File: config.mk
export PLATFORM = sky130hd
export DESIGN_NAME = can_txbuf_mgr
export DESIGN_NICKNAME = d
export VERILOG_FILES = /design/src/rtl/tbm_pkg.sv /design/src/rtl/tbm_pick.sv /design/src/rtl/tbm_slot_bank.sv /design/src/rtl/tbm_grp_ctl.sv /design/src/rtl/can_txbuf_mgr.sv
export SDC_FILE = /design/constraint.sdc
export NUM_CORES = 1
export LEC_CHECK = 0
export ABC_AREA = 1
export BUFFER_PORTS_ARGS = -buffer_cell sky130_fd_sc_hd__buf_4
export CAP_MARGIN = 20
export CORE_ASPECT_RATIO = 0.8
export CORE_MARGIN = 2
export CORE_UTILIZATION = 40
export CTS_CLUSTER_DIAMETER = 80
export DETAILED_ROUTE_END_ITERATION = 8
export SETUP_SLACK_MARGIN = 0.4
export SYNTH_ARGS = -nofsm -noshare
export SYNTH_HDL_FRONTEND = slang
export SYNTH_SLANG_ARGS = --single-unit
File: constraint.sdc
create_clock -name clk -period 25.3 [get_ports clk]
set_clock_uncertainty 0.15 [all_clocks]
set_input_delay 1.265 -clock clk [delete_from_list [all_inputs] [get_ports clk]]
set_output_delay 1.265 -clock clk [all_outputs]
set_load 0.01 [all_outputs]
File: src/rtl/tbm_pkg.sv
package tbm_pkg;

  typedef enum logic {
    ENG_IDLE = 1'b0,
    ENG_BUSY = 1'b1
  } eng_state_e;

  // next position on a ring of len entries
  function automatic int unsigned ring_step(int unsigned idx, int unsigned len);
    return (idx + 1 >= len) ? 0 : idx + 1;
  endfunction

  // free entries left when used of len are occupied
  function automatic int unsigned free_count(int unsigned len, int unsigned used);
    return (used >= len) ? 0 : len - used;
  endfunction

endpackage

File: src/rtl/tbm_pick.sv
module tbm_pick #(
  parameter int N_SLOT = 8,
  parameter int ID_W   = 11,
  localparam int SLOT_W = (N_SLOT > 1) ? $clog2(N_SLOT) : 1
) (
  input  logic [N_SLOT-1:0]           cand,
  input  logic [N_SLOT-1:0][ID_W-1:0] ids,
  output logic                        any,
  output logic [SLOT_W-1:0]           slot,
  output logic [ID_W-1:0]             id
);

  // lowest identifier wins; strict compare keeps the lower index on a tie
  always_comb begin
    any  = 1'b0;
    slot = '0;
    id   = '0;
    for (int i = 0; i < N_SLOT; i++) begin
      if (cand[i] && (!any || (ids[i] < id))) begin
        any  = 1'b1;
        slot = SLOT_W'(i);
        id   = ids[i];
      end
    end
  end

endmodule

File: src/rtl/tbm_slot_bank.sv
module tbm_slot_bank #(
  parameter int N_SLOT = 8,
  parameter int ID_W   = 11,
  localparam int SLOT_W = (N_SLOT > 1) ? $clog2(N_SLOT) : 1
) (
  input  logic                        clk,
  input  logic                        rst_n,
  input  logic                        set_en,
  input  logic [SLOT_W-1:0]           set_slot,
  input  logic [ID_W-1:0]             set_id,
  input  logic                        sent_en,
  input  logic [SLOT_W-1:0]           sent_slot,
  input  logic                        drop_en,
  input  logic [SLOT_W-1:0]           drop_slot,
  output logic [N_SLOT-1:0]           pend,
  output logic [N_SLOT-1:0]           occ,
  output logic [N_SLOT-1:0][ID_W-1:0] ids
);

  for (genvar g = 0; g < N_SLOT; g++) begin : g_slot
    logic hit_set, hit_sent, hit_drop;
    assign hit_set  = set_en  && (set_slot  == SLOT_W'(g));
    assign hit_sent = sent_en && (sent_slot == SLOT_W'(g));
    assign hit_drop = drop_en && (drop_slot == SLOT_W'(g));

    always_ff @(posedge clk) begin
      if (!rst_n) begin
        pend[g] <= 1'b0;
        occ[g]  <= 1'b0;
        ids[g]  <= '0;
      end else if (hit_set) begin
        pend[g] <= 1'b1;
        occ[g]  <= 1'b0;
        ids[g]  <= set_id;
      end else if (hit_sent) begin
        pend[g] <= 1'b0;
        occ[g]  <= 1'b1;
      end else if (hit_drop) begin
        pend[g] <= 1'b0;
      end
    end
  end

endmodule

File: src/rtl/tbm_grp_ctl.sv
module tbm_grp_ctl
  import tbm_pkg::*;
#(
  parameter int N_GRP = 5,
  localparam int GRP_W = (N_GRP > 1) ? $clog2(N_GRP) : 1,
  localparam int LVL_W = $clog2(N_GRP + 1)
) (
  input  logic             clk,
  input  logic             rst_n,
  input  logic             queue_mode,
  input  logic [N_GRP-1:0] grp_pend,
  input  logic             push_req,
  input  logic             pop,
  output logic             push_ok,
  output logic [GRP_W-1:0] put_idx,
  output logic [GRP_W-1:0] get_idx,
  output logic [LVL_W-1:0] free_lvl,
  output logic             full,
  output logic             empty,
  output logic             ovf
);

  logic [GRP_W-1:0] fput_q, fget_q;
  logic [LVL_W-1:0] fcnt_q;
  logic             ovf_q;

  // priority-pool view, decoded from the pending bits
  logic [GRP_W-1:0] qput;
  logic [LVL_W-1:0] qused;
  logic             qfull;

  always_comb begin
    qput = '0;
    for (int i = N_GRP - 1; i >= 0; i--) begin
      if (!grp_pend[i]) qput = GRP_W'(i);
    end
  end

  assign qused = LVL_W'($countones(grp_pend));
  assign qfull = &grp_pend;

  logic ring_full;
  assign ring_full = (fcnt_q == LVL_W'(N_GRP));

  assign full     = queue_mode ? qfull : ring_full;
  assign push_ok  = push_req && !full;
  assign put_idx  = queue_mode ? qput : fput_q;
  assign get_idx  = queue_mode ? '0 : fget_q;
  assign free_lvl = LVL_W'(free_count(N_GRP, 32'(queue_mode ? qused : fcnt_q)));
  assign empty    = !queue_mode && (fcnt_q == '0);
  assign ovf      = ovf_q;

  logic ring_push, ring_pop;
  assign ring_push = push_ok && !queue_mode;
  assign ring_pop  = pop && !queue_mode;

  always_ff @(posedge clk) begin
    if (!rst_n) begin
      fput_q <= '0;
      fget_q <= '0;
      fcnt_q <= '0;
      ovf_q  <= 1'b0;
    end else begin
      if (ring_push) fput_q <= GRP_W'(ring_step(32'(fput_q), N_GRP));
      if (ring_pop)  fget_q <= GRP_W'(ring_step(32'(fget_q), N_GRP));
      case ({ring_push, ring_pop})
        2'b10:   fcnt_q <= fcnt_q + 1'b1;
        2'b01:   fcnt_q <= fcnt_q - 1'b1;
        default: fcnt_q <= fcnt_q;
      endcase
      if (push_req && !queue_mode && ring_full) ovf_q <= 1'b1;
    end
  end

endmodule

File: src/rtl/can_txbuf_mgr.sv
module can_txbuf_mgr
  import tbm_pkg::*;
#(
  parameter int N_SLOT = 8,
  parameter int N_DED  = 3,
  parameter int ID_W   = 11,
  localparam int SLOT_W = (N_SLOT > 1) ? $clog2(N_SLOT) : 1,
  localparam int N_GRP  = N_SLOT - N_DED,
  localparam int GRP_W  = (N_GRP > 1) ? $clog2(N_GRP) : 1,
  localparam int LVL_W  = $clog2(N_GRP + 1)
) (
  input  logic              clk,
  input  logic              rst_n,
  input  logic              cfg_queue_mode,
  input  logic              add_valid,
  input  logic              add_grp,
  input  logic [SLOT_W-1:0] add_slot,
  input  logic [ID_W-1:0]   add_id,
  input  logic              cancel_valid,
  input  logic [SLOT_W-1:0] cancel_slot,
  output logic              eng_req,
  output logic [SLOT_W-1:0] eng_slot,
  output logic [ID_W-1:0]   eng_id,
  input  logic              eng_done,
  input  logic              eng_ok,
  output logic [N_SLOT-1:0] pend_o,
  output logic [N_SLOT-1:0] occ_o,
  output logic [GRP_W-1:0]  put_idx_o,
  output logic [GRP_W-1:0]  get_idx_o,
  output logic [LVL_W-1:0]  free_lvl_o,
  output logic              grp_full_o,
  output logic              fifo_empty_o,
  output logic              ovf_o
);

  // ---------------- slot state ----------------
  logic [N_SLOT-1:0]           pend, occ;
  logic [N_SLOT-1:0][ID_W-1:0] ids;

  // ---------------- named events ----------------
  logic              launch;
  logic              done_ok;
  logic              pop;
  logic              push_req, push_ok;
  logic              ded_ok;
  logic              cancel_ok;
  logic              set_en;
  logic [SLOT_W-1:0] set_slot;

  // ---------------- engine handshake state ----------------
  eng_state_e        st_q;
  logic [SLOT_W-1:0] cur_slot_q;
  logic [ID_W-1:0]   cur_id_q;

  // ---------------- group control ----------------
  logic [GRP_W-1:0] put_idx, get_idx;
  logic             grp_full;

  tbm_grp_ctl #(.N_GRP(N_GRP)) u_grp (
    .clk        (clk),
    .rst_n      (rst_n),
    .queue_mode (cfg_queue_mode),
    .grp_pend   (pend[N_SLOT-1:N_DED]),
    .push_req   (push_req),
    .pop        (pop),
    .push_ok    (push_ok),
    .put_idx    (put_idx),
    .get_idx    (get_idx),
    .free_lvl   (free_lvl_o),
    .full       (grp_full),
    .empty      (fifo_empty_o),
    .ovf        (ovf_o)
  );

  // ---------------- eligibility ----------------
  logic [N_SLOT-1:0] cand;
  for (genvar g = 0; g < N_SLOT; g++) begin : g_cand
    if (g < N_DED) begin : g_ded
      assign cand[g] = pend[g];
    end else begin : g_grp
      assign cand[g] = pend[g] &&
                       (cfg_queue_mode || (get_idx == GRP_W'(g - N_DED)));
    end
  end

  logic              pick_any;
  logic [SLOT_W-1:0] pick_slot;
  logic [ID_W-1:0]   pick_id;

  tbm_pick #(.N_SLOT(N_SLOT), .ID_W(ID_W)) u_pick (
    .cand (cand),
    .ids  (ids),
    .any  (pick_any),
    .slot (pick_slot),
    .id   (pick_id)
  );

  // ---------------- host decode ----------------
  function automatic logic is_ded(logic [SLOT_W-1:0] s);
    return {1'b0, s} < (SLOT_W+1)'(N_DED);
  endfunction

  function automatic logic in_range(logic [SLOT_W-1:0] s);
    return {1'b0, s} < (SLOT_W+1)'(N_SLOT);
  endfunction

  logic busy;
  assign busy = (st_q == ENG_BUSY);

  assign launch   = !busy && pick_any;
  assign done_ok  = busy && eng_done && eng_ok;
  assign pop      = done_ok && !cfg_queue_mode && !is_ded(cur_slot_q) &&
                    (cur_slot_q == SLOT_W'(N_DED) + SLOT_W'(get_idx));

  assign ded_ok   = add_valid && !add_grp && is_ded(add_slot) && !pend[add_slot];
  assign push_req = add_valid && add_grp;
  assign set_en   = ded_ok || push_ok;
  assign set_slot = ded_ok ? add_slot : (SLOT_W'(N_DED) + SLOT_W'(put_idx));

  logic cancel_locked;
  assign cancel_locked = (busy && (cur_slot_q == cancel_slot)) ||
                         (launch && (pick_slot == cancel_slot)) ||
                         (!cfg_queue_mode && !is_ded(cancel_slot));
  assign cancel_ok = cancel_valid && in_range(cancel_slot) &&
                     pend[cancel_slot] && !cancel_locked;

  tbm_slot_bank #(.N_SLOT(N_SLOT), .ID_W(ID_W)) u_bank (
    .clk       (clk),
    .rst_n     (rst_n),
    .set_en    (set_en),
    .set_slot  (set_slot),
    .set_id    (add_id),
    .sent_en   (done_ok),
    .sent_slot (cur_slot_q),
    .drop_en   (cancel_ok),
    .drop_slot (cancel_slot),
    .pend      (pend),
    .occ       (occ),
    .ids       (ids)
  );

  // ---------------- engine handshake ----------------
  always_ff @(posedge clk) begin
    if (!rst_n) begin
      st_q       <= ENG_IDLE;
      cur_slot_q <= '0;
      cur_id_q   <= '0;
    end else if (!busy) begin
      if (pick_any) begin
        st_q       <= ENG_BUSY;
        cur_slot_q <= pick_slot;
        cur_id_q   <= pick_id;
      end
    end else if (eng_done) begin
      st_q <= ENG_IDLE;
    end
  end

  // ---------------- outputs ----------------
  assign eng_req    = busy;
  assign eng_slot   = cur_slot_q;
  assign eng_id     = cur_id_q;
  assign pend_o     = pend;
  assign occ_o      = occ;
  assign put_idx_o  = (cfg_queue_mode && grp_full) ? '0 : put_idx;
  assign get_idx_o  = get_idx;
  assign grp_full_o = grp_full;

endmodule

==> run_results.csv, run 1 <==
group,metric,value,unit
yosys,syn_inst,1193,
flow_run,cap_viol_max_count,0,
sta,hold_viol_final,0,
cts,holdBufCountCts,0,
power_and_ir_drop,power.density,67.7,nW/um^2
worst_setup_path,startpoint_type,"flop",
global_routing,grt_pass1_wl,38.4,mm
die,core,19900,um^2
global_routing,antenna_found_initial,0,
status,status,"finished, final reports clean",
yosys,synth_edf_count,0,
final_layout,area_growth,14.1,%
detailed_routing,via_per_inst,5.21,
yosys,ys_warn_count,0,
power_and_ir_drop,pwr-share-comb,24.6,%
final_layout,nNetsFinal,1335,
final_layout,multi_input_area,4930,um^2
sta,post-route-period-util,52.4,%
cts,cts_sinks,129,
yosys,syn-num-nets,1307,
worst_setup_path,worstSetupPathType,"reg -> reg",
hold_path,hold_path_depth,2,
detailed_routing,route.detailed.drc,0,
final_layout,final_util,46.7,%
die,dieArea,21500,um^2
final_layout,drive_gt1_share,11.2,%
yosys,ys_async_sr_fraction,0,%
power_and_ir_drop,power.switching,0.000208,W
power_and_ir_drop,pwr-share-seq,35.7,%
cts,root_buffer,"clkbuf_16",
power_and_ir_drop,switching_share,33.1,%
worst_setup_path,worstPathMaxFanout,29,
detailed_routing,wl_per_cell,15.6,um
cts,ctsResizeCount,0,
worst_setup_path,reg2reg_slack,12.05,ns
final_layout,regArea,2580,um^2
die,die_w,163,um
sta,worst_hold_slack,0.315,ns
yosys,ys_types,40,
yosys,ys_seq_elements,129,
hold_path,hold_path_class,"reg -> reg",
die,num_rows,46,
power_and_ir_drop,clockPowerShare,39.7,%
yosys,ys_dominant_reg_cell,"dfxtp_1",
sta,tightest_slew,0.967,ns
cts,cts_tree,"built",
detailed_routing,drt-total-wl,23.4,mm
placement,place_hpwl,17.4,mm
global_routing,grt_max_degree,101,
final_layout,fill_cells,2090,
global_routing,overflow,0,
yosys,synth_area,8130,um^2
power_and_ir_drop,peakVddDrop,0.0362,mV
yosys,yosysSeqAreaShare,31.8,%
detailed_routing,drt_first_iter_violations,649,
sta,rsz0062_at_grt,"false",
worst_setup_path,cpMostUsedCell,"nand2_1",
cts,htree_levels,4,
cts,clk_pin_slew,0.06,ns
sta,post-route-min-period,13.25,ns
worst_setup_path,critPathMaxStageDelay,0.72,ns
cts,clockBufferDepth,2,
global_routing,grt_usage,22.5,%
worst_setup_path,worstPathRequired,25.46,ns
power_and_ir_drop,intPower,0.000420,W
sta,final-setup-viol-count,0,
cts,cts_setup_buffers,0,
sta,slew_headroom,35.3,%
cts,worstSkewPairLatency,0.43,ns
yosys,syn_area_per_cell,6.81,um^2
sta,max_freq,0.0755,GHz
placement,gp_congestion,0.883,
worst_setup_path,worstSetupEndpointType,"flop",
detailed_routing,first_pass_iters,5,
placement,place_ws,12.20,ns
sta,tns,0,ns
die,start_util,40.9,%
power_and_ir_drop,p_leak,4.51,nW
cts,cts_buffers,17,
worst_setup_path,reg2reg_depth,73,
detailed_routing,ant_nets,0,
die,pin_count,68,
sta,fin_ws,12.05,ns
power_and_ir_drop,power.total,0.000627,W
die,die_y,131,um
global_routing,grt_pass1_vias,7301,
worst_setup_path,critPathSlowestCell,"dfxtp_1",
worst_setup_path,crit_arrival,13.41,ns
sta,slew_viol_final,0,
placement,io_buffers,67,
final_layout,n_antenna_cell,0,
detailed_routing,vias,7799,
-- worst max-delay path, delay by kind of cell (launching register included) --
family                   cells  cell delay (ns)
AO/OA/AOI/OAI               24             5.46
adder cells (fa/ha/maj)      7             2.23
buffers and inverters        1             0.06
flip-flops                   1             0.72
AND/OR/NAND/NOR             41             4.46
-- power by group through the flow --
stage	Combinational [W]	Sequential, W	Clock (W)
3_5_place_dp	0.000151	0.000228	0
5_1_grt	0.000177	0.000226	0.000263
6_report	0.000154	0.000224	0.000249
2_1_floorplan	0.000109	0.000227	0
4_1_cts	0.000153	0.000224	0.000253
3_3_place_gp	0.000150	0.000228	0
-- stage by stage --
step	instance area [um^2]	cells
3_3_place_gp	8670	1465
4_1_cts	9260	1497
3_5_place_dp	8670	1465
2_1_floorplan	8130	1193
6_report	9270	1498
5_1_grt	9270	1498
-- cell type report --
type,count,area share (%)
multi-input cells,921,53.1
flip-flops and latches,129,27.9
repair buffers,70,5.75
clock buffers,18,4.74
well taps,264,3.56
inverters,82,3.32
clock inverters,14,1.63
-- synthesized netlist by cell type, types with 10 or more instances --
master / n / share of area (%)
nor2_1: 249 / 11
nand2_1: 209 / 9.7
o21ai_0: 167 / 10
dfxtp_1: 129 / 32
ha_1: 86 / 13
a21oi_1: 79 / 4.9
inv_1: 78 / 3.6
clkbuf_1: 35 / 1.6
nand3_1: 32 / 2.0
nand2_2: 12 / 0.92
buf_4: 11 / 1.0
a211oi_1: 10 / 0.92
nand4_1: 10 / 0.77
nor3_1: 10 / 0.62
-- per-layer routing --
| layer | part of all wire (%) | global-route usage [%] | wire length, um | vias to the layer above |
|---|---|---|---|---|
| li1 | - | - | - | 4021 |
| met1 | 53 | 33.7 | 12300 | 3553 |
| met2 | 40 | 32.1 | 9400 | 199 |
| met3 | 5.8 | 4.70 | 1360 | 26 |
| met4 | 1.4 | 6.29 | 318 | 0 |
| met5 | 0 | 0 | 0 | - |
-- logic make-up after synthesis --
| family | share of synthesized area, % |
|---|---|
| flip-flops | 31.8 |
| buffers and inverters | 7.60 |
| AO/OA/AOI/OAI | 19.7 |
| XOR/XNOR | 0.323 |
| AND/OR/NAND/NOR | 26.6 |
| adder cells (fa/ha/maj) | 14.0 |
-- flip-flops by register name, indices dropped and copies added, names as in the netlist --
signal,count
eng_id,11
eng_req,1
eng_slot,3
u_bank.ids,88
u_bank.occ,8
u_bank.pend,8
u_grp.fcnt_q,3
u_grp.fget_q,3
u_grp.fput_q,3
u_grp.ovf,1
-- path summary, 6_finish.rpt --
path	start	to
worst max-delay path	u_bank.pend[0]	u_bank.pend[2]
worst min-delay path	eng_id[5]	eng_id[5]
worst max register to register	u_bank.pend[0]	u_bank.pend[2]
worst min register to register	eng_id[5]	eng_id[5]
-- cells in the final DEF, fill, tap and decap left out, types with 7 or more instances in the layout --
cell type | Yosys | routed
o21ai_0 | 167 | 167
a211oi_1 | 10 | 10
inv_1 | 78 | 78
ha_1 | 86 | 86
dfxtp_1 | 129 | 129
clkbuf_16 | 0 | 17
a21oi_1 | 79 | 79
nor2_1 | 249 | 249
nand3_1 | 32 | 32
nand2_1 | 209 | 209
nor3_1 | 10 | 10
buf_4 | 11 | 69
o21ai_1 | 8 | 8
a21oi_2 | 7 | 7
nand4_1 | 10 | 10
nand2_2 | 12 | 12
Note: power is estimated with default switching activity, not from simulation.
==> run 2, diff against run 1 <==
- clock period: 25.3 -> 10.7 ns (I/O delays scaled with it)
==> run 2 against run 1 <==
Net effect:
- the run now ends with setup timing left
- sequential cell count unchanged
- via count rose by 11%
- hold slack lost 0.076 ns
- global-route usage up 1.7 points
- setup slack got worse by 12 ns
- sequential power up 140%
- final area grew 24%
- clock-buffer cell count is 1 lower
- register-to-register slack worse by 12 ns
- final cell count is 9.6% higher
- critical path type unchanged
- critical endpoint is now u_bank.pend[0]
==> run_results.csv, run 2 (synthesis results as in run 1) <==
group,metric,value,unit
status,status,"finished, violations left",
status,violations,"setup timing",
worst_setup_path,critPathSlowestCell,"dfxtp_4",
worst_setup_path,cpMostUsedCell,"nand2_1",
die,core,19900,um^2
detailed_routing,first_pass_iters,5,
worst_setup_path,worstSetupPathType,"reg -> reg",
power_and_ir_drop,intPower,0.00113,W
cts,cts_buffers,17,
worst_setup_path,startpoint_type,"flop",
global_routing,grt_max_degree,101,
power_and_ir_drop,pwr-share-seq,30.9,%
die,die_y,131,um
detailed_routing,wl_per_cell,16.4,um
die,start_util,40.9,%
worst_setup_path,critPathMaxStageDelay,0.42,ns
final_layout,final_util,57.8,%
die,dieArea,21500,um^2
power_and_ir_drop,pwr-share-comb,34.4,%
final_layout,final_cell_mix,"nor2_1 (245), buf_4 (187), nand2_1 (153)",
sta,slew_headroom,18.0,%
worst_setup_path,worst-path-stages,74,
die,die_w,163,um
sta,max_freq,0.0932,GHz
sta,tightest_slew,1.22,ns
final_layout,drive_gt1_share,32.1,%
final_layout,regArea,2590,um^2
sta,slew_viol_final,0,
detailed_routing,drt_first_iter_violations,734,
power_and_ir_drop,switching_share,34.4,%
sta,hold_viol_final,0,
cts,htree_levels,4,
sta,tns,-0.0992,ns
cts,cts_tree,"built",
final_layout,multi_input_area,6020,um^2
hold_path,hold_path_class,"in -> reg",
global_routing,grt_pass1_wl,41.3,mm
final_layout,largest_reg_flops,88,
power_and_ir_drop,p_leak,5.36,nW
detailed_routing,via_per_inst,5.28,
detailed_routing,ant_nets,0,
worst_setup_path,worstPathRequired,10.86,ns
sta,rsz0062_at_grt,"true",
global_routing,antenna_found_initial,0,
sta,fin_ws,-0.0278,ns
cts,clk_pin_slew,0.06,ns
sta,final-setup-viol-count,6,
final_layout,nNetsFinal,1479,
global_routing,grt_usage,24.2,%
cts,root_buffer,"clkbuf_16",
cts,holdBufCountCts,0,
final_layout,fill_cells,1846,
placement,gp_congestion,0.871,
detailed_routing,route.detailed.drc,0,
placement,place_hpwl,17.9,mm
final_layout,n_antenna_cell,0,
detailed_routing,vias,8666,
sta,post-route-period-util,100,%
cts,clockBufferDepth,2,
final_layout,final_common_cell,"nor2_1",
detailed_routing,drt-total-wl,27.0,mm
worst_setup_path,reg2reg_slack,-0.03,ns
worst_setup_path,crit_buf_inv,3,
power_and_ir_drop,power.density,150,nW/um^2
die,pin_count,68,
power_and_ir_drop,power.switching,0.000594,W
final_layout,top_register,"u_bank.ids",
worst_setup_path,worstSetupEndpointType,"flop",
cts,cts_sinks,129,
placement,io_buffers,67,
sta,post-route-min-period,10.73,ns
final_layout,area_growth,41.3,%
worst_setup_path,worstPathMaxFanout,8,
hold_path,hold_path_depth,4,
global_routing,grt_pass1_vias,7790,
power_and_ir_drop,peakVddDrop,0.106,mV
global_routing,overflow,0,
worst_setup_path,crit_arrival,10.89,ns
worst_setup_path,reg2reg_depth,74,
power_and_ir_drop,clockPowerShare,34.6,%
die,num_rows,46,
worst_setup_path,worst_path_dominant_cell_family,"compound AO/OA/AOI/OAI gates",
cts,worstSkewPairLatency,0.44,ns
flow_run,cap_viol_max_count,0,
## run 2: layer usage
layer / up-vias / track usage (%) / routed length [um]
li1: 4327 / - / -
met1: 4069 / 36.2 / 13300
met2: 232 / 35.9 / 11700
met3: 38 / 3.88 / 1460
met4: 0 / 6.00 / 500
met5: - / 0 / 0
## run 2: power by group through the flow
stage	clock (W)	sequential, W	combinational, W
after CTS	0.000607	0.000531	0.000495
after global routing	0.000630	0.000537	0.000654
after detailed placement	0	0.000539	0.000448
after floorplan	0	0.000536	0.000259
final	0.000598	0.000534	0.000595
after global placement	0	0.000539	0.000445
## run 2: final cells by class
type | instances | share of cell area (%)
multi-input combinational | 928 | 52.4
sequential | 129 | 22.5
timing repair buffer | 207 | 14.3
clock buffer | 17 | 3.70
inverter | 82 | 2.68
tap | 264 | 2.88
clock inverter | 15 | 1.51
## run 2: stage by stage
stage                     area (um^2)  std cells  hold slack, ns  total power [W]  worst slack (ns)
after floorplan                  8130       1193           0.295         0.000795             0.404
after global placement           9450       1567           0.304         0.000985            -0.471
after detailed placement         9450       1567           0.307         0.000988            -0.669
after CTS                       10600       1623           0.230          0.00163             0.387
after global routing            11500       1642           0.271          0.00182            -0.644
final                           11500       1642           0.239          0.00173           -0.0278
## run 2: path summary, 6_finish.rpt
path             startpoint             end
min reg2reg       eng_id[7]       eng_id[7]
max reg2reg  u_bank.pend[0]  u_bank.pend[0]
min                eng_done         eng_req
max          u_bank.pend[0]  u_bank.pend[0]
## run 2: worst min-delay path, stage by stage
cell and delay (ns):
buf_4 0.08, nor2_1 0.03, nor2_1 0.09, nor2_1 0.04
## run 2: timing repair
action | 4_1_cts | 5_1_grt
cloned | 8 | 0
resized for setup | 127 | 161
buffers inserted | 16 | 18
endpoints found under the setup margin | 22 | 22
pin swaps | 17 | 82
==> run 3, diff against run 2 <==
--- a/config.mk
+++ b/config.mk
@@ -7,5 +7,4 @@
 export LEC_CHECK = 0
 export ABC_AREA = 1
-export BUFFER_PORTS_ARGS = -buffer_cell sky130_fd_sc_hd__buf_4
 export CAP_MARGIN = 20
 export CORE_ASPECT_RATIO = 0.8
@@ -14,4 +13,5 @@
 export CTS_CLUSTER_DIAMETER = 80
 export DETAILED_ROUTE_END_ITERATION = 8
+export DONT_BUFFER_PORTS = 1
 export SETUP_SLACK_MARGIN = 0.4
 export SYNTH_ARGS = -nofsm -noshare
--- a/constraint.sdc
+++ b/constraint.sdc
@@ -3,3 +3,3 @@
 set_input_delay 0.535 -clock clk [delete_from_list [all_inputs] [get_ports clk]]
 set_output_delay 0.535 -clock clk [all_outputs]
-set_load 0.01 [all_outputs]
+set_load 0.005 [all_outputs]
==> run 3 against run 2 <==
Net effect:
- highest routed layer unchanged
- non-clock buffer count decreased by 89
- critical path type unchanged
- the run now ends clean
- largest cell class unchanged
- final cell count fell by 5.4%
- critical endpoint is now u_bank.pend[2]
- critical path depth increased by 3
==> run_results.csv, run 3 (synthesis results as in run 1) <==
group,metric,value,unit
final_layout,area_growth,31.1,%
die,die_w,163,um
placement,place_hpwl,17.7,mm
hold_path,hold_path_class,"in -> reg",
final_layout,nNetsFinal,1391,
detailed_routing,via_per_inst,5.34,
detailed_routing,route.detailed.drc,0,
hold_path,hold_path_depth,2,
global_routing,grt_pass1_vias,7696,
hold_path,hp-start,"add_id[4]",
sta,tns,0,ns
flow_run,cap_viol_max_count,0,
final_layout,top_register,"u_bank.ids",
cts,worstSkewPairLatency,0.43,ns
sta,post-route-period-util,96.1,%
global_routing,overflow,0,
power_and_ir_drop,peakVddDrop,0.105,mV
global_routing,antenna_found_initial,0,
worst_setup_path,r2r-end,"u_bank.pend[2]",
worst_setup_path,critPathSlowestCell,"dfxtp_4",
placement,io_buffers,0,
placement,dp.cells,1490,
detailed_routing,first_pass_iters,5,
die,pin_count,68,
sta,slew_viol_final,0,
global_routing,grt_pass1_wl,40.4,mm
final_layout,finalInstanceArea,10700,um^2
die,dieArea,21500,um^2
cts,root_buffer,"clkbuf_16",
worst_setup_path,crit_path_start,"u_bank.pend[0]",
final_layout,final_util,53.7,%
sta,tightest_slew,1.39,ns
sta,final-setup-viol-count,0,
worst_setup_path,worstSetupPathType,"reg -> reg",
final_layout,n_antenna_cell,0,
final_layout,drive_gt1_share,26.2,%
cts,cts_sinks,129,
cts,clk_pin_slew,0.06,ns
sta,rsz0062_at_grt,"true",
final_layout,final_cell_mix,"nor2_1 (247), nand2_1 (163), dfxtp_1 (128)",
sta,hold_viol_final,0,
cts,cts_tree,"built",
sta,post-route-min-period,10.29,ns
worst_setup_path,startpoint_type,"flop",
status,status,"finished, final reports clean",
detailed_routing,drt_first_iter_violations,665,
cts,cts_buffers,17,
worst_setup_path,setup.worst_path.end,"u_bank.pend[2]",
die,core,19900,um^2
worst_setup_path,worstPathRequired,10.85,ns
detailed_routing,vias,8305,
worst_setup_path,rr_startpoint,"u_bank.pend[0]",
power_and_ir_drop,p_leak,4.96,nW
die,die_y,131,um
final_layout,final_common_cell,"nor2_1",
worst_setup_path,worstPathMaxFanout,8,
cts,clockBufferDepth,2,
cts,htree_levels,4,
worst_setup_path,reg2reg_slack,0.41,ns
placement,placed_area,8850,um^2
detailed_routing,ant_nets,0,
final_layout,largest_reg_flops,88,
global_routing,grt_usage,23.6,%
power_and_ir_drop,power.density,150,nW/um^2
sta,max_freq,0.0972,GHz
sta,slew_headroom,6.54,%
final_layout,instances_no_fill,1554,
worst_setup_path,worstSetupEndpointType,"flop",
worst_setup_path,reg2reg_depth,77,
die,start_util,40.9,%
global_routing,grt_max_degree,101,
placement,gp_congestion,0.896,
worst_setup_path,critPathMaxStageDelay,0.37,ns
die,num_rows,46,
detailed_routing,wl_per_cell,16.6,um
worst_setup_path,crit_arrival,10.44,ns
detailed_routing,drt-total-wl,25.9,mm
[run 3: cell types whose count changed in the layout (fill, tap and decap cells not counted), sizes merged]
cell,previous run,this run
inv,89,84
clkbuf,18,19
clkinvlp,2,3
clkinv,4,7
buf,206,118
nand2,230,231
bufinv,2,1
[run 3: report_power, final]
| part | internal [W] | switching [W] | leakage, nW | total (W) |
|---|---|---|---|---|
| clock network | 0.000319 | 0.000233 | 0.263 | 0.000551 |
| registers | 0.000506 | 0.0000297 | 1.05 | 0.000536 |
| logic | 0.000236 | 0.000277 | 3.65 | 0.000512 |
[run 3: cell type report]
type | instances | area, um^2
Multi-Input combinational cell | 929 | 5940
Inverter | 82 | 308
Timing Repair Buffer | 118 | 951
Tap cell | 264 | 330
Clock buffer | 19 | 433
Fill cell | 1881 | 9200
Clock inverter | 13 | 113
Sequential cell | 129 | 2590
[run 3: worst min path at each step]
stage	endpoint	slack (ns)
2_1_floorplan	u_bank.ids[77]	0.29
6_report	u_bank.ids[26]	0.09
3_5_place_dp	u_bank.ids[77]	0.31
3_3_place_gp	u_bank.ids[77]	0.31
4_1_cts	u_bank.ids[20]	0.09
5_1_grt	u_bank.ids[38]	0.08
[run 3: what timing repair did]
action,CTS,global route
pin swaps,11,46
endpoints found under the setup margin,22,22
setup buffers,8,15
cloned,8,1
hold buffers,0,0
gates resized for setup,107,155
[run 3: through the flow]
step	power [W]	worst slack (ns)	hold slack, ns
2_1_floorplan	0.000791	0.407	0.295
3_3_place_gp	0.000928	-0.660	0.314
3_5_place_dp	0.000934	-0.965	0.315
4_1_cts	0.00152	0.381	0.0867
5_1_grt	0.00169	-0.249	0.0836
6_report	0.00160	0.414	0.0907
[run 3: worst max-delay path, delay by kind of cell, from the launching register on]
kind	cells	cell delay, ns
simple gates	46	4.22
buf+inv	4	0.49
fa+ha+maj	7	1.95
flops	1	0.37
compound gates	20	2.90
[run 3: routing by layer]
| metal | global-route usage [%] | vias up | wire length, um |
|---|---|---|---|
| met5 | 0 | - | 0 |
| met4 | 5.80 | 0 | 319 |
| met3 | 5.74 | 27 | 1530 |
| met2 | 36.0 | 202 | 11400 |
| met1 | 33.3 | 3914 | 12600 |
| li1 | - | 4162 | - |
